<file path="config.mk">
export PLATFORM = sky130hd
export DESIGN_NAME = fb_gate_seq
export DESIGN_NICKNAME = d
export VERILOG_FILES = /design/src/rtl/fbg_pkg.sv /design/src/rtl/fbg_period_timer.sv /design/src/rtl/fbg_cfg_latch.sv /design/src/rtl/fbg_lower_leg.sv /design/src/rtl/fb_gate_seq.sv
export SDC_FILE = /design/constraint.sdc
export NUM_CORES = 1
export LEC_CHECK = 0
export CAP_MARGIN = 20
export CORE_MARGIN = 1
export CORE_UTILIZATION = 30
export CTS_CLUSTER_DIAMETER = 120
export DETAILED_ROUTE_END_ITERATION = 8
export GPL_ROUTABILITY_DRIVEN = 0
export PLACE_DENSITY = 0.53
export SLEW_MARGIN = 15
export SYNTH_ARGS = -nofsm -noshare
export SYNTH_HDL_FRONTEND = slang
export SYNTH_HIERARCHICAL = 1
export SYNTH_SLANG_ARGS = --single-unit
export TNS_END_PERCENT = 100
</file>
<file path="constraint.sdc">
create_clock -name clk -period 5.3 [get_ports clk]
set_input_delay 1.59 -clock clk [delete_from_list [all_inputs] [get_ports clk]]
set_output_delay 1.59 -clock clk [all_outputs]
set_load 0.1 [all_outputs]
</file>
<file path="src/rtl/fbg_pkg.sv">
// Shared definitions for the full-bridge gate sequencer.
// Assumes: nothing beyond IEEE 1800-2017.
package fbg_pkg;

    // Which half of the switching period is running.
    typedef enum logic {
        HALF_A = 1'b0,   // upper1 on, lower2 may pulse
        HALF_B = 1'b1    // upper2 on, lower1 may pulse
    } half_e;

    // Gate drive bundle, grouped for the output register.
    typedef struct packed {
        logic up1;
        logic up2;
        logic lo1;
        logic lo2;
        logic sr1;
        logic sr2;
        logic blk;
    } gates_t;

endpackage

</file>
<file path="src/rtl/fbg_period_timer.sv">
// Half-period timer. Counts HALF_CYC cycles per half and toggles the half
// at each wrap. It exposes next-state values so that the output flops see
// the same edge as the timer. cap_d flags the edge that begins a period.
// Assumes: HALF_CYC >= 4. en_i is synchronous.
module fbg_period_timer
    import fbg_pkg::*;
#(
    parameter int HALF_CYC = 40,
    parameter int CW       = $clog2(HALF_CYC)
) (
    input  logic          clk,
    input  logic          rst_n,
    input  logic          en_i,
    output logic          run_d,
    output half_e         half_d,
    output logic [CW-1:0] cnt_d,
    output logic          cap_d
);
    localparam logic [CW-1:0] LAST = CW'(HALF_CYC - 1);

    logic          run_q;
    half_e         half_q;
    logic [CW-1:0] cnt_q;

    // Next state: hold idle when disabled, restart in half A, else count.
    always_comb begin
        run_d  = run_q;
        half_d = half_q;
        cnt_d  = cnt_q;
        cap_d  = 1'b0;
        if (!en_i) begin
            run_d  = 1'b0;
            half_d = HALF_A;
            cnt_d  = '0;
        end else if (!run_q) begin
            run_d  = 1'b1;
            half_d = HALF_A;
            cnt_d  = '0;
            cap_d  = 1'b1;
        end else if (cnt_q == LAST) begin
            cnt_d  = '0;
            half_d = (half_q == HALF_A) ? HALF_B : HALF_A;
            cap_d  = (half_q == HALF_B);
        end else begin
            cnt_d  = cnt_q + 1'b1;
        end
    end

    // State register with synchronous active-low reset.
    always_ff @(posedge clk) begin
        if (!rst_n) begin
            run_q  <= 1'b0;
            half_q <= HALF_A;
            cnt_q  <= '0;
        end else begin
            run_q  <= run_d;
            half_q <= half_d;
            cnt_q  <= cnt_d;
        end
    end
endmodule

</file>
<file path="src/rtl/fbg_cfg_latch.sv">
// Timing settings latch. It clamps and captures the three settings on a
// period-start edge, and presents the value in force for that edge
// (the new one when capturing) to the decode logic.
// Assumes: cap_i is high only on period-start edges.
module fbg_cfg_latch #(
    parameter int HALF_CYC = 40,
    parameter int CW       = $clog2(HALF_CYC)
) (
    input  logic          clk,
    input  logic          rst_n,
    input  logic          cap_i,
    input  logic [CW-1:0] rd_i,
    input  logic [CW-1:0] dt_i,
    input  logic [CW-1:0] leb_i,
    output logic [CW-1:0] rd_o,
    output logic [CW-1:0] dt_o,
    output logic [CW-1:0] leb_o
);
    localparam logic [CW-1:0] DT_MAX = CW'(HALF_CYC - 1);

    logic [CW-1:0] rd_q, dt_q, leb_q;
    logic [CW-1:0] rd_c, dt_c;

    // Clamp: delay and dead time at least one cycle, dead time below a half.
    always_comb begin
        rd_c = (rd_i == '0) ? CW'(1) : rd_i;
        if (dt_i == '0)         dt_c = CW'(1);
        else if (dt_i > DT_MAX) dt_c = DT_MAX;
        else                    dt_c = dt_i;
    end

    // Values in force for the current edge.
    always_comb begin
        rd_o  = cap_i ? rd_c  : rd_q;
        dt_o  = cap_i ? dt_c  : dt_q;
        leb_o = cap_i ? leb_i : leb_q;
    end

    // Capture register.
    always_ff @(posedge clk) begin
        if (!rst_n) begin
            rd_q  <= CW'(1);
            dt_q  <= CW'(1);
            leb_q <= '0;
        end else begin
            rd_q  <= rd_o;
            dt_q  <= dt_o;
            leb_q <= leb_o;
        end
    end
endmodule

</file>
<file path="src/rtl/fbg_lower_leg.sv">
// One lower switch. It is on from index rd to index HALF_CYC-dt of its
// active half. An accepted trip ends the pulse for the rest of the half.
// Trips are accepted only while the switch is on and the blanking count
// has expired.
// Assumes: trip_i is synchronous. rd >= 1 (ensured by the settings latch).
module fbg_lower_leg
    import fbg_pkg::*;
#(
    parameter int    HALF_CYC = 40,
    parameter int    CW       = $clog2(HALF_CYC),
    parameter half_e ACT_HALF = HALF_A
) (
    input  logic          clk,
    input  logic          rst_n,
    input  logic          run_d,
    input  half_e         half_d,
    input  logic [CW-1:0] cnt_d,
    input  logic [CW-1:0] rd_i,
    input  logic [CW-1:0] dt_i,
    input  logic [CW-1:0] leb_i,
    input  logic          trip_i,
    output logic          lo_d,
    output logic          blank_d
);
    localparam logic [CW:0] HALF_X = (CW+1)'(HALF_CYC);

    logic          lo_q, cut_q, cut_d, active_d, win_d, trip_ok;
    logic [CW-1:0] blk_q, blk_d;

    // Window test and trip acceptance for the coming cycle.
    always_comb begin
        active_d = run_d && (half_d == ACT_HALF);
        win_d    = active_d && (cnt_d >= rd_i) &&
                   (({1'b0, cnt_d} + {1'b0, dt_i}) < HALF_X);
        trip_ok  = lo_q && (blk_q == '0) && trip_i;
        cut_d    = active_d && (cut_q || trip_ok);
        lo_d     = win_d && !cut_d;
    end

    // Blanking countdown, loaded at the rising edge of the pulse.
    always_comb begin
        if (!lo_d)              blk_d = '0;
        else if (!lo_q)         blk_d = leb_i;
        else if (blk_q != '0)   blk_d = blk_q - 1'b1;
        else                    blk_d = '0;
        blank_d = (blk_d != '0);
    end

    // Leg state register.
    always_ff @(posedge clk) begin
        if (!rst_n) begin
            lo_q  <= 1'b0;
            cut_q <= 1'b0;
            blk_q <= '0;
        end else begin
            lo_q  <= lo_d;
            cut_q <= cut_d;
            blk_q <= blk_d;
        end
    end
endmodule

</file>
<file path="src/rtl/fb_gate_seq.sv">
// Full-bridge gate sequencer top. Combines the half-period timer, the
// settings latch and two lower legs, derives the upper and rectifier
// gates, and registers all outputs from the next-state decode.
// Assumes: trips and enable are synchronous to clk. HALF_CYC >= 4.
module fb_gate_seq
    import fbg_pkg::*;
#(
    parameter int HALF_CYC = 40,
    parameter int CW       = $clog2(HALF_CYC)
) (
    input  logic          clk,
    input  logic          rst_n,
    input  logic          en_i,
    input  logic          trip1_i,
    input  logic          trip2_i,
    input  logic [CW-1:0] res_dly_i,
    input  logic [CW-1:0] dead_i,
    input  logic [CW-1:0] blank_len_i,
    output logic          upper1_o,
    output logic          upper2_o,
    output logic          lower1_o,
    output logic          lower2_o,
    output logic          sync1_o,
    output logic          sync2_o,
    output logic          blank_o
);
    localparam logic [CW:0] HALF_X = (CW+1)'(HALF_CYC);

    logic          run_d, cap_d;
    half_e         half_d;
    logic [CW-1:0] cnt_d, rd_v, dt_v, leb_v;
    logic [1:0]    lo_d, blank_d, trip_v;
    gates_t        g_d, g_q;

    fbg_period_timer #(.HALF_CYC(HALF_CYC), .CW(CW)) u_timer (
        .clk(clk), .rst_n(rst_n), .en_i(en_i),
        .run_d(run_d), .half_d(half_d), .cnt_d(cnt_d), .cap_d(cap_d)
    );

    fbg_cfg_latch #(.HALF_CYC(HALF_CYC), .CW(CW)) u_cfg (
        .clk(clk), .rst_n(rst_n), .cap_i(cap_d),
        .rd_i(res_dly_i), .dt_i(dead_i), .leb_i(blank_len_i),
        .rd_o(rd_v), .dt_o(dt_v), .leb_o(leb_v)
    );

    assign trip_v = {trip2_i, trip1_i};

    // Leg 0 is lower1 (pulses in half B); leg 1 is lower2 (pulses in half A).
    for (genvar i = 0; i < 2; i++) begin : g_leg
        fbg_lower_leg #(
            .HALF_CYC(HALF_CYC), .CW(CW),
            .ACT_HALF((i == 0) ? HALF_B : HALF_A)
        ) u_leg (
            .clk(clk), .rst_n(rst_n), .run_d(run_d), .half_d(half_d),
            .cnt_d(cnt_d), .rd_i(rd_v), .dt_i(dt_v), .leb_i(leb_v),
            .trip_i(trip_v[i]), .lo_d(lo_d[i]), .blank_d(blank_d[i])
        );
    end

    // Gate decode for the coming cycle.
    always_comb begin
        logic dead;
        dead    = (({1'b0, cnt_d} + {1'b0, dt_v}) >= HALF_X);
        g_d.up1 = run_d && (half_d == HALF_A);
        g_d.up2 = run_d && (half_d == HALF_B);
        g_d.lo1 = lo_d[0];
        g_d.lo2 = lo_d[1];
        g_d.sr1 = run_d && !lo_d[1] && !dead;
        g_d.sr2 = run_d && !lo_d[0] && !dead;
        g_d.blk = |blank_d;
    end

    // Output register.
    always_ff @(posedge clk) begin
        if (!rst_n) g_q <= '0;
        else        g_q <= g_d;
    end

    assign upper1_o = g_q.up1;
    assign upper2_o = g_q.up2;
    assign lower1_o = g_q.lo1;
    assign lower2_o = g_q.lo2;
    assign sync1_o  = g_q.sr1;
    assign sync2_o  = g_q.sr2;
    assign blank_o  = g_q.blk;
endmodule

</file>
==> summary.txt <==
Timing
  – Final Critical Period: ~4.5 ns
  – Slew @ Worst Pin: roughly 1 ns
  – Skew final: approximately 0.0089 ns
  – Final setup vio count: 0
  – Worst slew margin: a little over a third
  – Final Max Slew Viols: 0
  – Min setup slack post-route: 0.7836 ns
  – Final worst path period share: around 85%
  – Peak Freq: around 0.22 GHz
  – RSZ-0062 raised after global routing: false
  – Count of final hold-check violations: 0
  – Setup_tns: 0 ns

Yosys
  – Sequential share of the synthesized area: between 30% and 40%
  – Xor/xnor share of the synthesized area: approximately 1.9%
  – Post-synth ARST share: 0%
  – Largest family of logic cells by synthesized area: simple AND/OR/NAND/NOR gates
  – Syn Inst Count: 351
  – Distinct cells, synth: 58
  – Mux cell area share after synthesis: approximately 8.4%
  – Syn_area_per_cell: between 9 and 10 sq um
  – Post-synthesis simple-gate area fraction: 27.30%
  – Adder-Cell Fraction of Synth Area: a little over an eighth
  – Leading area contributor after synthesis: dfxtp_1
  – Synth area leaders: dfxtp_1 31%, ha_1 13%, mux2_4 4.2%, and2_1 4.1%, nor2_1 3.2%
  – Top_reg_cell synth: dfxtp_1
  – Yosys warns: 6
  – Syn Nets: about 410
  – Post-synth top area share: a little under a third
  – Yosys reg bits: 49
  – Synth Area in Compound Gates: 13.30%
  – Post-Syn Area: about 3200 sq um
  – EDFF count, synth: 0

Power
  – Maximum vdd drop: 0.1053 mV
  – Pwr dens: 229.3 nW/um^2
  – P_leak: 1.550 nW

Clocking
  – H-tree levels: 2
  – Worst-path clk slew: approximately 0.1 ns
  – Cts hold-fix bufs: 0
  – Post-cts resize count: 0
  – Clk buf depth: 2
  – Total CTS buffers: 5
  – Root buffer cell: clkbuf_8
  – Worst-Skew Late Latency: slightly above 0.3 ns
  – CTS tree: yes
  – Post-CTS setup buffer count: 0
  – TritonCTS Sinks: 49

Status
  – Status: completed

Die
  – Core area: about 10000 sq um
  – FP Rows: 37
  – Die ar.: around 11000 sq um
  – Starting Density: 30.89%
  – IO Count: 30
  – Die height: between 100 and 150 um
  – Die W: 105.1 um

Setup path
  – CP max stage cell: clkdlybuf4s50_1
  – CP Capture Type: flip-flop
  – Worst R2R Start: u_timer/cnt_q[0]
  – Most used cell, CP: nor3_1
  – Critical Path Source Type: input pin
  – Critical path cell sequence: clkdlybuf4s50_1, a21boi_2, buf_4, nor2_1, a31oi_1, ha_1, a21oi_1, mux2i_1, o31a_1, nor3_1, nor3_1
  – FF-to-FF path depth: 15
  – Data required, critical path: 5.52 ns
  – Flop2flop setup slack: between 1 and 1.5 ns
  – FF-to-FF End: sync1_o
  – Slowest Stage Delay on Critical Path: roughly 0.49 ns
  – Worst-path maximum fanout: 15
  – Kind of critical path: input pin to flip-flop
  – Critical Path AT: 4.74 ns

Layout
  – FF+latch area: 980.9 sq um
  – Synth-to-Final Area Change: 18.24%
  – Multi-input logic area: a little over 2000 sq um
  – Share of cells above drive strength 1: 12.73%
  – Design Area, Final: between 3000 and 4000 sq um
  – Fin util: between 30% and 40%
  – Final nets: 440
  – Antenna cells: 0
  – Commonest non-fill, non-tap cell in the layout: dfxtp_1
  – Most frequent cells in the layout: 49 x dfxtp_1, 32 x ha_1, 29 x clkdlybuf4s50_1, 27 x nor2_1, 24 x inv_1
  – Fill cells: between 1000 and 1500

Global routing
  – Overflow after GRT: 0
  – First-pass GRT wire length: between 10 and 15 mm
  – Initial antenna violation count: 0
  – Vias in the first global route: approximately 2500
  – Largest net degree at the start of global routing: 22
  – Gr usage total: around 14%

Detailed routing
  – Post-route ant nets: 0
  – DR iter-0 viols: roughly 110
  – WL/cell: 13.84 um
  – Drt drc: 0
  – Drt pass-1 iters: 4
  – Vias: 2633
  – Routed wire length: 7.213 mm
  – Via density: between 5 and 6

Placement
  – Post-Place Setup Slack: roughly 0.46 ns
  – Area after DPL: 3633 sq um
  – Hpwl dp: ~5.6 mm
  – # port buffers: 29

Min path
  – Beginning of the worst hold path: u_cfg/dt_q[3]
  – Hold Crit Class: flip-flop to flip-flop
  – Worst Hold Depth: 2
  – Worst Hold Path EP: u_cfg/dt_q[3]

Job
  – Max Cap Violations: 0
==> cell families (layout without fill, tap and decap cells) <==
family	after synthesis	after routing
mux	22	22
fa+ha+maj	33	33
compound gates	60	60
flops	49	49
buf+inv	34	68
xor+xnor	7	7
simple gates	146	146
==> flip-flops by register name, summed over array words and instances, names as in the netlist, 2 cells and up <==
register / count
u_cfg/rd_q: 6
u_timer/cnt_q: 6
g_leg.u_leg/blk_q: 12
u_cfg/leb_q: 6
g_leg.u_leg/cut_q: 2
u_cfg/dt_q: 6
g_leg.u_leg/lo_q: 2
==> metal layers <==
| layer | up-vias | share of wire, % | global-route usage [%] |
|---|---|---|---|
| met4 | 0 | 0.44 | 2.918 |
| met3 | 4 | 3.3 | 2.308 |
| met5 | - | 0 | 0 |
| met2 | 43 | 48 | 23.46 |
| li1 | 1336 | - | - |
| met1 | 1250 | 48 | 17.72 |
==> area by class of cell <==
| class | instances | area share (%) |
|---|---|---|
| Timing Repair Buffer | 36 | 9.091 |
| Sequential cell | 49 | 26.01 |
| Clock inverter | 3 | 1.825 |
| Tap cell | 136 | 4.512 |
| Clock buffer | 5 | 1.825 |
| Multi-Input combinational cell | 268 | 54.35 |
| Inverter | 24 | 2.389 |
==> through the flow <==
step                      instances  power [W]  hold slack, ns
after CTS                       521  0.0008772          0.4918
after global routing            521  0.0009068          0.5170
after global placement          513  0.0005466          0.4689
after floorplan                 351  0.0005008          0.4501
after detailed placement        513  0.0005493          0.4732
final                           521  0.0008648          0.4925
==> power breakdown <==
group	switching (W)	internal [W]	total, W	leakage [nW]
Sequential	0.00000542	0.000379	0.000385	0.399
Clock	0.000135	0.000190	0.000325	0.0687
Combinational	0.0000843	0.0000708	0.000155	1.08
==> critical path: cells and delay by family <==
kind / cells / cell delay, ns
AOI/OAI and AO/OA: 4 / 1.31
buffers and inverters: 2 / 0.84
and+or+nand+nor: 3 / 0.44
adders and majority gates: 1 / 0.33
muxes: 1 / 0.23
==> cells in the mapped netlist, drive strengths merged (4+ instances only) <==
cell type  number
a21oi          10
nor2           28
xnor2           4
o21ai          11
a21o            5
ha             32
nand3          12
nor3           22
clkbuf          4
and3            6
inv            24
buf             6
and2           21
nor4            6
dfxtp          49
mux2i          10
mux2           12
nor2b           8
a211oi          8
a31oi           9
nand2          11
nand2b         10
or4             4
==> worst max-delay path by stage <==
stage               startpoint  cells past startpoint  endpoint  slack [ns]
finish                    en_i                     11   sync1_o        0.78
global route              en_i                     11  lower2_o        0.53
CTS                       en_i                     11   sync1_o        0.76
detailed placement        en_i                     11   sync1_o        0.46
global placement          en_i                     11   blank_o        0.62
floorplan                 en_i                     13   blank_o        0.91
Power figures use the tool's default switching activity.
